--- config.mk ---
export PLATFORM = sky130hd
export DESIGN_NAME = flash_status_rpt
export DESIGN_NICKNAME = d
export VERILOG_FILES = /design/src/rtl/fsr_pkg.sv /design/src/rtl/fsr_tick_timer.sv /design/src/rtl/fsr_ctrl.sv /design/src/rtl/fsr_status_out.sv /design/src/rtl/flash_status_rpt.sv
export SDC_FILE = /design/constraint.sdc
export NUM_CORES = 1
export LEC_CHECK = 0
export CORE_MARGIN = 2
export CORE_UTILIZATION = 51
export CTS_CLUSTER_DIAMETER = 150
export CTS_CLUSTER_SIZE = 16
export DETAILED_ROUTE_END_ITERATION = 8
export GPL_ROUTABILITY_DRIVEN = 0
export HOLD_SLACK_MARGIN = 0.12
export PLACE_DENSITY = 0.85
export SLEW_MARGIN = 15
export SYNTH_ARGS = -nofsm -noshare
export SYNTH_HDL_FRONTEND = slang
export SYNTH_SLANG_ARGS = --single-unit
--- constraint.sdc ---
create_clock -name clk_i -period 3 [get_ports clk_i]
set_input_delay 0.45 -clock clk_i [delete_from_list [all_inputs] [get_ports clk_i]]
set_output_delay 0.45 -clock clk_i [all_outputs]
set_load 0.02 [all_outputs]
--- src/rtl/fsr_pkg.sv ---
package fsr_pkg;

  typedef enum logic [2:0] {
    ST_IDLE = 3'd0,
    ST_PGM  = 3'd1,
    ST_ERS  = 3'd2,
    ST_SUSP = 3'd3,
    ST_SPGM = 3'd4
  } fsr_state_e;

  // bit positions a host poll routine decodes
  localparam int OPTOG_BIT  = 6;
  localparam int SECTOG_BIT = 2;

  function automatic logic is_busy(fsr_state_e s);
    return (s == ST_PGM) || (s == ST_ERS) || (s == ST_SPGM);
  endfunction

  function automatic int max4(int a, int b, int c, int d);
    int m;
    m = a;
    if (b > m) m = b;
    if (c > m) m = c;
    if (d > m) m = d;
    return m;
  endfunction

endpackage

--- src/rtl/fsr_tick_timer.sv ---
module fsr_tick_timer #(
  parameter int CNT_W = 8
) (
  input  logic             clk_i,
  input  logic             rst_ni,
  input  logic             load_i,
  input  logic [CNT_W-1:0] load_val_i,
  input  logic             run_i,
  output logic             expire_o,
  output logic [CNT_W-1:0] count_o
);

  logic [CNT_W-1:0] cnt_q;

  always_ff @(posedge clk_i) begin
    if (!rst_ni) begin
      cnt_q <= '0;
    end else if (load_i) begin
      cnt_q <= load_val_i;
    end else if (run_i && (cnt_q != '0)) begin
      cnt_q <= cnt_q - CNT_W'(1);
    end
  end

  assign expire_o = run_i && !load_i && (cnt_q == CNT_W'(1));
  assign count_o  = cnt_q;

endmodule

--- src/rtl/fsr_ctrl.sv ---
module fsr_ctrl
  import fsr_pkg::*;
#(
  parameter int NUM_SECT       = 8,
  parameter int CNT_W          = 8,
  parameter int PGM_TICKS      = 4,
  parameter int ERS_TICKS      = 16,
  parameter int PROT_PGM_TICKS = 1,
  parameter int PROT_ERS_TICKS = 100,
  localparam int SECT_W        = (NUM_SECT > 1) ? $clog2(NUM_SECT) : 1
) (
  input  logic                clk_i,
  input  logic                rst_ni,
  input  logic                tick_i,
  input  logic                cmd_done_i,
  input  logic                cmd_erase_i,
  input  logic [SECT_W-1:0]   cmd_sect_i,
  input  logic [NUM_SECT-1:0] erase_sel_i,
  input  logic [NUM_SECT-1:0] prot_i,
  input  logic                susp_req_i,
  input  logic                resume_req_i,
  input  logic                pgm_exp_i,
  input  logic                ers_exp_i,
  output fsr_state_e          state_o,
  output logic                pgm_load_o,
  output logic [CNT_W-1:0]    pgm_val_o,
  output logic                pgm_run_o,
  output logic                ers_load_o,
  output logic [CNT_W-1:0]    ers_val_o,
  output logic                ers_run_o,
  output logic [NUM_SECT-1:0] ers_set_o,
  output logic                cmd_acc_o,
  output logic                ready_o
);

  fsr_state_e          state_q, state_d;
  logic [NUM_SECT-1:0] set_q, set_d;
  logic [NUM_SECT-1:0] live_sel;
  logic                susp_ok;

  assign live_sel  = erase_sel_i & ~prot_i;
  assign susp_ok   = susp_req_i && (set_q != '0);
  assign pgm_val_o = prot_i[cmd_sect_i] ? CNT_W'(PROT_PGM_TICKS) : CNT_W'(PGM_TICKS);
  assign ers_val_o = (live_sel == '0) ? CNT_W'(PROT_ERS_TICKS) : CNT_W'(ERS_TICKS);
  assign pgm_run_o = tick_i && ((state_q == ST_PGM) || (state_q == ST_SPGM));
  assign ers_run_o = tick_i && (state_q == ST_ERS) && !susp_ok;

  always_comb begin
    state_d    = state_q;
    set_d      = set_q;
    pgm_load_o = 1'b0;
    ers_load_o = 1'b0;
    cmd_acc_o  = 1'b0;
    unique case (state_q)
      ST_IDLE: begin
        if (cmd_done_i) begin
          cmd_acc_o = 1'b1;
          if (cmd_erase_i) begin
            state_d    = ST_ERS;
            ers_load_o = 1'b1;
            set_d      = live_sel;
          end else begin
            state_d    = ST_PGM;
            pgm_load_o = 1'b1;
            set_d      = '0;
          end
        end
      end
      ST_PGM: begin
        if (pgm_exp_i) state_d = ST_IDLE;
      end
      ST_ERS: begin
        if (susp_ok) begin
          state_d = ST_SUSP;
        end else if (ers_exp_i) begin
          state_d = ST_IDLE;
          set_d   = '0;
        end
      end
      ST_SUSP: begin
        if (cmd_done_i && !cmd_erase_i) begin
          cmd_acc_o  = 1'b1;
          pgm_load_o = 1'b1;
          state_d    = ST_SPGM;
        end else if (resume_req_i) begin
          state_d = ST_ERS;
        end
      end
      ST_SPGM: begin
        if (pgm_exp_i) state_d = ST_SUSP;
      end
      default: state_d = ST_IDLE;
    endcase
  end

  always_ff @(posedge clk_i) begin
    if (!rst_ni) begin
      state_q <= ST_IDLE;
      set_q   <= '0;
      ready_o <= 1'b1;
    end else begin
      state_q <= state_d;
      set_q   <= set_d;
      ready_o <= !is_busy(state_d);
    end
  end

  assign state_o   = state_q;
  assign ers_set_o = set_q;

endmodule

--- src/rtl/fsr_status_out.sv ---
module fsr_status_out
  import fsr_pkg::*;
#(
  parameter int              NUM_SECT   = 8,
  parameter int              DATA_W     = 8,
  parameter logic [DATA_W-1:0] ARRAY_WORD = '0,
  localparam int             SECT_W     = (NUM_SECT > 1) ? $clog2(NUM_SECT) : 1
) (
  input  logic                clk_i,
  input  logic                rst_ni,
  input  fsr_state_e          state_i,
  input  logic [NUM_SECT-1:0] ers_set_i,
  input  logic                cmd_acc_i,
  input  logic                rd_req_i,
  input  logic [SECT_W-1:0]   rd_sect_i,
  output logic                rsp_valid_o,
  output logic [DATA_W-1:0]   rsp_data_o,
  output logic                optog_o,
  output logic                sectog_o
);

  logic optog_q, sectog_q, optog_d, sectog_d;
  logic hit, busy, status_rd;
  logic [DATA_W-1:0] status_word;

  assign hit       = ers_set_i[rd_sect_i];
  assign busy      = is_busy(state_i);
  assign status_rd = rd_req_i && (busy || ((state_i == ST_SUSP) && hit));
  assign optog_d   = optog_q ^ (rd_req_i && busy);
  assign sectog_d  = sectog_q ^ (status_rd && hit);

  always_comb begin
    status_word             = ARRAY_WORD;
    status_word[OPTOG_BIT]  = optog_d;
    status_word[SECTOG_BIT] = sectog_d;
  end

  always_ff @(posedge clk_i) begin
    if (!rst_ni) begin
      optog_q     <= 1'b0;
      sectog_q    <= 1'b0;
      rsp_valid_o <= 1'b0;
      rsp_data_o  <= '0;
    end else begin
      if (cmd_acc_i) begin
        optog_q  <= 1'b0;
        sectog_q <= 1'b0;
      end else begin
        optog_q  <= optog_d;
        sectog_q <= sectog_d;
      end
      rsp_valid_o <= rd_req_i;
      if (rd_req_i) rsp_data_o <= status_rd ? status_word : ARRAY_WORD;
    end
  end

  assign optog_o  = optog_q;
  assign sectog_o = sectog_q;

endmodule

--- src/rtl/flash_status_rpt.sv ---
module flash_status_rpt
  import fsr_pkg::*;
#(
  parameter int                NUM_SECT       = 8,
  parameter int                DATA_W         = 8,
  parameter logic [DATA_W-1:0] ARRAY_WORD     = 8'h3C,
  parameter int                PGM_TICKS      = 4,
  parameter int                ERS_TICKS      = 16,
  parameter int                PROT_PGM_TICKS = 1,
  parameter int                PROT_ERS_TICKS = 100,
  localparam int               SECT_W         = (NUM_SECT > 1) ? $clog2(NUM_SECT) : 1,
  localparam int               MAX_TICKS      = max4(PGM_TICKS, ERS_TICKS, PROT_PGM_TICKS, PROT_ERS_TICKS),
  localparam int               CNT_W          = $clog2(MAX_TICKS + 1)
) (
  input  logic                clk_i,
  input  logic                rst_ni,
  input  logic                tick_i,
  input  logic                cmd_done_i,
  input  logic                cmd_erase_i,
  input  logic [SECT_W-1:0]   cmd_sect_i,
  input  logic [NUM_SECT-1:0] erase_sel_i,
  input  logic [NUM_SECT-1:0] prot_i,
  input  logic                susp_req_i,
  input  logic                resume_req_i,
  input  logic                rd_req_i,
  input  logic [SECT_W-1:0]   rd_sect_i,
  output logic                ready_o,
  output logic                rsp_valid_o,
  output logic [DATA_W-1:0]   rsp_data_o
);

  fsr_state_e          st;
  logic                pgm_load, pgm_run, pgm_exp;
  logic                ers_load, ers_run, ers_exp;
  logic [CNT_W-1:0]    pgm_val, ers_val, pgm_cnt, ers_cnt;
  logic [NUM_SECT-1:0] ers_set;
  logic                cmd_acc, optog, sectog;

  fsr_ctrl #(
    .NUM_SECT(NUM_SECT), .CNT_W(CNT_W), .PGM_TICKS(PGM_TICKS), .ERS_TICKS(ERS_TICKS),
    .PROT_PGM_TICKS(PROT_PGM_TICKS), .PROT_ERS_TICKS(PROT_ERS_TICKS)
  ) u_ctrl (
    .clk_i, .rst_ni, .tick_i, .cmd_done_i, .cmd_erase_i, .cmd_sect_i,
    .erase_sel_i, .prot_i, .susp_req_i, .resume_req_i,
    .pgm_exp_i(pgm_exp), .ers_exp_i(ers_exp),
    .state_o(st),
    .pgm_load_o(pgm_load), .pgm_val_o(pgm_val), .pgm_run_o(pgm_run),
    .ers_load_o(ers_load), .ers_val_o(ers_val), .ers_run_o(ers_run),
    .ers_set_o(ers_set), .cmd_acc_o(cmd_acc), .ready_o
  );

  fsr_tick_timer #(.CNT_W(CNT_W)) u_pgm_tmr (
    .clk_i, .rst_ni, .load_i(pgm_load), .load_val_i(pgm_val), .run_i(pgm_run),
    .expire_o(pgm_exp), .count_o(pgm_cnt)
  );

  fsr_tick_timer #(.CNT_W(CNT_W)) u_ers_tmr (
    .clk_i, .rst_ni, .load_i(ers_load), .load_val_i(ers_val), .run_i(ers_run),
    .expire_o(ers_exp), .count_o(ers_cnt)
  );

  fsr_status_out #(
    .NUM_SECT(NUM_SECT), .DATA_W(DATA_W), .ARRAY_WORD(ARRAY_WORD)
  ) u_status (
    .clk_i, .rst_ni, .state_i(st), .ers_set_i(ers_set), .cmd_acc_i(cmd_acc),
    .rd_req_i, .rd_sect_i, .rsp_valid_o, .rsp_data_o,
    .optog_o(optog), .sectog_o(sectog)
  );

endmodule

Word-level counts from Yosys, hierarchy flattened
Index checks and enable logic that the tools add are counted.
Storage, ports and cells
  register bits: 37
  bits in latches: 0
  RAM bits: 0
  memory bits (read-only): 0
  input bits: 30
  output and inout bits: 10
  logic and storage cells: 100
  memories: 0
Operators by class
  add/subtract/negate cells: 2
  multipliers: 0
  divide/modulo/power cells: 0
  $lt $le $gt $ge: 2
  eq/ne operators: 12
  shifts and indexed selects: 0
  multiplexer cells: 34
  bitwise gates (word level): 5
  reductions and logical operators: 36
Operator list (number)
  7-bit 2-to-1 mux: 6
  8-bit 2-to-1 mux: 4
  3-bit 2-to-1 mux: 8
  8-bit case mux with 2 select lines: 1
  1-bit logical AND: 15
  3-bit case mux with 5 select lines: 1
  7-bit by 1-bit == test with 1-bit output, second input constant: 2
  7-bit nonzero test: 2
  7-bit by 1-bit subtractor with 7-bit output, second input constant: 2
  3-bit by 2-bit == test with 1-bit output, second input constant: 3
  1-bit 2-to-1 mux: 9
  8-bit AND: 1
  8-bit logical NOT: 1
  3-bit by 4-bit less-than comparator with 1-bit output, second input constant: 2
  8-bit inverter: 1
  8-bit nonzero test: 1
  1-bit binary-select mux with 3-bit select: 2
  3-bit by 1-bit == test with 1-bit output, second input constant: 2
  3-bit == test, second input constant: 2
  1-bit logical OR: 6
  2-bit != test, second input constant: 3
  2-bit nonzero test: 3
  1-bit logical NOT: 5
  1-bit case mux with 2 select lines: 2
  6 further kinds: 7

Depth between registers and ports, before layout
  word-level depth: 13
  mapped depth: 8
  depth with buffers taken out: 7

Cells and area by module
From an unflattened synthesis, not the netlist that was laid out.
Second synthesis, totals
  cell total of the unflattened synthesis: 257
  area, all modules: 2155.8 µm²
Modules (own cells, without submodules)
  fsr_ctrl: instances 1, cells an instance 112, area an instance 954.7 µm², seq. area each 240.2 µm²
  fsr_tick_timer: instances 2, cells an instance 52, area an instance 416.6 µm², seq. area each 140.1 µm²
  fsr_status_out: instances 1, cells an instance 41, area an instance 367.9 µm², seq. area each 120.1 µm²

Worst setup path before layout
Ideal clock, no wire load.
  path type: register to register
  from: register u_ers_tmr.cnt_q[2] (netlist: u_ers_tmr.count_o[2])
  to: register u_ctrl.set_q[7] (netlist: u_ctrl.ers_set_o[7])
  setup time: 122 ps
  arrival: 1790 ps
  required time: 2878 ps
  slack: 1087 ps
  cell stages (with the launch flop): 7
  buffers on the path: 1
  cell sequence: dfxtp_1 -> or4_4 -> nor3_1 -> a31oi_1 -> o41a_1 -> buf_6 -> o2bb2ai_1
Between the ends
  longest elaborated chain between the ends: 4
RTL lines
  start, declared: RTL line fsr_tick_timer.sv:13  | logic [CNT_W-1:0] cnt_q;
  start signal, assigned: RTL line fsr_tick_timer.sv:19  | cnt_q <= load_val_i;
  start signal, assigned: RTL line fsr_tick_timer.sv:21  | cnt_q <= cnt_q - CNT_W'(1);
  7-bit by 1-bit == test with 1-bit output: RTL line fsr_tick_timer.sv:25  | assign expire_o = run_i && !load_i && (cnt_q == CNT_W'(1));
  1-bit logical AND: RTL line fsr_tick_timer.sv:25
  2-bit != test (no line)
  4-bit AND reduction (no line)
  end signal, assigned: RTL line fsr_ctrl.sv:103  | set_q <= set_d;
  end, declared: RTL line fsr_ctrl.sv:37  | logic [NUM_SECT-1:0] set_q, set_d;
Every way passes these cells.
A chain may end at the register's enable or synchronous reset.

Final worst setup path
  from: input port cmd_done_i
  to: register u_ers_tmr.cnt_q[5] (netlist: u_ers_tmr.count_o[5])
Between the ends
  longest elaborated chain between the ends: 3
  elaborated cells between the ends (all ways): 4
  classes of those cells: 3 x mux; 1 x reduce/logical
RTL lines
  start, declared: RTL line flash_status_rpt.sv:18  | input logic cmd_done_i,
  1-bit 2-to-1 mux *: RTL line fsr_ctrl.sv:56  | if (cmd_done_i) begin
  1-bit 2-to-1 mux *: RTL line fsr_ctrl.sv:54  | unique case (state_q)
  7-bit 2-to-1 mux or 2-bit nonzero test (tied branches)
Every way passes the cells marked *; elsewhere a longest branch is shown, timed or not.

==> impl_metrics.csv <==
group,metric,value,unit
drt,ant_nets,0,
place,placed_cells,305,
timing,min_period,2.34,ns
drt,drt-total-wl,4330,µm
logic_synthesis,async_flop_share,0,%
floorplanning,start_util,53.8,%
worst_setup_path,crit_fanout,6,
drt,drtIter0Drc,101,
logic_synthesis,synthTopCellsByArea,"dfxtp_1, nor2_1, mux4_2, nand2b_1, ha_1",
logic_synthesis,synth_top_cell_by_area,"dfxtp_1",
cts,clk_latency,0.29,ns
worst_setup_path,required,3.23,ns
drt,drc,0,
worst_hold_path,min-delay-start,"u_ctrl.ers_set_o[0]$_SDFFE_PN0P_",
worst_setup_path,slowest_delay,0.69,ns
final_layout,diodes,0,
logic_synthesis,synth-seq-area-share,32.3,%
pwr,combinationalPowerShare,27.5,%
logic_synthesis,yosysWarnings,0,
worst_hold_path,hold_class,"reg -> reg",
timing,fin_skew,0.00363,ns
cts,tritoncts,"done",
place,placed_area,2340,µm²
final_layout,drive_gt1_share,7.92,%
global_routing,grt_pass1_wl,7260,µm
drt,first_pass_iters,4,
cts,clkTransAtPathRegs,0.06,ns
worst_setup_path,rrSetupSlack,0.77,ns
final_layout,layout_commonest_cell,"clkdlybuf4s50_1",
floorplanning,die_y,66.4,µm
job,maxCapViolCount,0,
worst_setup_path,critical_path_buf_inv_count,1,
logic_synthesis,ys_ff_latch,32,
global_routing,grt_max_degree,22,
pwr,cellLeakagePower,0.927,nW
place,dp_hpwl,3260,µm
timing,hold_viol_final,0,
logic_synthesis,synth_edf_count,0,
global_routing,grt_overflow,0,
floorplanning,die_w,66.4,µm
logic_synthesis,synth.cell_area,1990,µm²
final_layout,most-common-layout-cells,"clkdlybuf4s50_1, dfxtp_1, nor2_1, nand2_1",
worst_setup_path,r2r_cells,5,
logic_synthesis,ys_types,55,
logic_synthesis,ys.flop_type,"dfxtp_1",
final_layout,area_growth,22.2,%
timing,tightest_slew,0.580,ns
final_layout,fin_nets,300,
timing,fin_crit_sh,77.9,%
worst_setup_path,reg2reg_from,"u_ctrl.state_o[1]$_SDFF_PN0_",
cts,cts_root_buffer,"clkbuf_8",
drt,routed_via_density,5.83,
timing,hold_slack,0.485,ns
cts,cts_hold_buf,0,
worst_setup_path,cp_cell_sequence,"clkdlybuf4s50_1, nor2b_1, nand3_1, or4_1, a21oi_1, o221a_1",
place,io_buffers,36,
floorplanning,ios,40,
pwr,seq_power_share,42.4,%
timing,slew_headroom,61.2,%
floorplanning,core-area,3690,µm²
drt,vias,1826,
floorplanning,die_area,4410,µm²
worst_setup_path,critPathLaunchType,"input pin",
run_status,status,"finished, final reports clean",
pwr,powerDensity,472,nW/µm²
global_routing,track_usage,21.9,%
cts,ctsHtreeMaxLevel,2,
cts,post_cts_buffers,0,
pwr,clkPwrFrac,30.1,%
worst_setup_path,slowest_stage,"or4_1",
worst_setup_path,crit_family,"simple AND/OR/NAND/NOR gates",
cts,cts_resized,0,
worst_hold_path,hold_depth,1,
worst_setup_path,crit_type,"in -> reg",
cts,cts_sinks,32,
timing,fin_ws,0.664,ns
logic_synthesis,avgSynthCellArea,8.56,µm²
pwr,internal-power,0.796,mW
pwr,swShare,30.6,%
global_routing,antenna_found_initial,0,
timing,setup_viol,0,
pwr,net-switching-power,0.350,mW
timing,finalSetupTns,0,ns
timing,fmax,428,MHz
cts,cts-buffers-inserted,5,
logic_synthesis,synth_cells,232,
logic_synthesis,synth_top_area_share,32.3,%
worst_setup_path,cp.arrival,2.57,ns
floorplanning,rows,22,
global_routing,grt_pass1_vias,1697,
worst_hold_path,hold-path-endpoint,"u_ctrl.ers_set_o[0]$_SDFFE_PN0P_",
pwr,vdd_drop_max,0.000262,V
place,preCtsSetupSlack,0.438,ns
timing,grt_setup_unrepaired,"no",
timing,slew_violations,0,
worst_setup_path,r2r_end,"u_ers_tmr.count_o[5]$_SDFFE_PN0P_",
drt,routedWlPerCell,13.8,µm
cts,clockBufferDepth,2,
final_layout,instances_no_fill,313,
worst_setup_path,end_kind,"register",
final_layout,fin_area,2430,µm²
==> stage by stage <==
| step | util (%) | power, mW |
|---|---|---|
| 6_report | 65.8 | 1.15 |
| 5_1_grt | 65.8 | 1.21 |
| 4_1_cts | 65.8 | 1.15 |
| 3_5_place_dp | 63.4 | 0.806 |
| 3_3_place_gp | 63.4 | 0.799 |
| 2_1_floorplan | - | 0.707 |
==> logic make-up after synthesis <==
family          count (synthesis)  share of synthesized area, %
xor+xnor                       11                          4.85
compound gates                 53                          21.2
other cells                     1                         0.189
mux                             7                          6.05
buf+inv                        27                          6.87
simple gates                   95                          24.8
fa+ha+maj                       6                          3.78
flops                          32                          32.3
==> worst register-to-register path, cell delays in order, from the launching register on <==
cell	delay (ns)
dfxtp_1	0.48
nor2_1	0.37
nand3_1	0.25
or4_1	0.69
a21oi_1	0.20
o221a_1	0.19
==> state kept, by name, indices dropped and copies added, names as in the netlist <==
register and count:
u_ers_tmr.count_o 7, u_status.rsp_valid_o 1, u_ctrl.ers_set_o 8, u_ctrl.ready_o 1, u_pgm_tmr.count_o 7, u_status.optog_o 1, u_status.sectog_o 1, u_ctrl.state_o 3
u_status.rsp_data_o 3
==> synthesized netlist by cell type, drive strengths merged (6+ instances only) <==
master / n
o21ai: 6
nand3: 11
a21oi: 13
ha: 6
buf: 9
nand2b: 13
clkbuf: 6
inv: 12
xor2: 6
nor2: 26
nand2: 17
dfxtp: 32
o2bb2ai: 8
==> power by group through the flow <==
stage	registers (mW)	clock network, mW	logic (mW)
after floorplan	0.494	0	0.213
after global placement	0.492	0	0.307
after detailed placement	0.494	0	0.312
after CTS	0.485	0.350	0.313
after global routing	0.490	0.374	0.346
final	0.486	0.345	0.315
==> cell type report <==
class                           count  area (µm²)
Clock buffer                        8        90.1
Fill cell                         341        1260
Timing Repair Buffer               38         375
Inverter                           12        45.0
Tap cell                           48        60.1
Multi-Input combinational cell    175        1220
Sequential cell                    32         641
==> metal layers <==
layer / global-route usage, % / up-vias / part of all wire, %
li1: - / 897 / -
met1: 25.2 / 841 / 43
met2: 37.0 / 79 / 47
met3: 6.64 / 9 / 7.3
met4: 9.69 / 0 / 2.0
met5: 0 / - / 0
==> worst max path at each step <==
| stage | from | slack [ns] | cells after the start | end |
|---|---|---|---|---|
| 2_1_floorplan | u_ers_tmr.count_o[2]$_SDFFE_PN0P_ | 1.09 | 6 | u_ctrl.ers_set_o[7]$_SDFFE_PN0P_ |
| 5_1_grt | cmd_done_i | 0.62 | 6 | u_ers_tmr.count_o[5]$_SDFFE_PN0P_ |
| 3_5_place_dp | cmd_done_i | 0.44 | 6 | u_ers_tmr.count_o[5]$_SDFFE_PN0P_ |
| 4_1_cts | cmd_done_i | 0.72 | 6 | u_ers_tmr.count_o[6]$_SDFFE_PN0P_ |
| 6_report | cmd_done_i | 0.66 | 6 | u_ers_tmr.count_o[5]$_SDFFE_PN0P_ |
| 3_3_place_gp | cmd_done_i | 0.54 | 6 | u_ers_tmr.count_o[5]$_SDFFE_PN0P_ |
(Power assumes the default switching activity.)
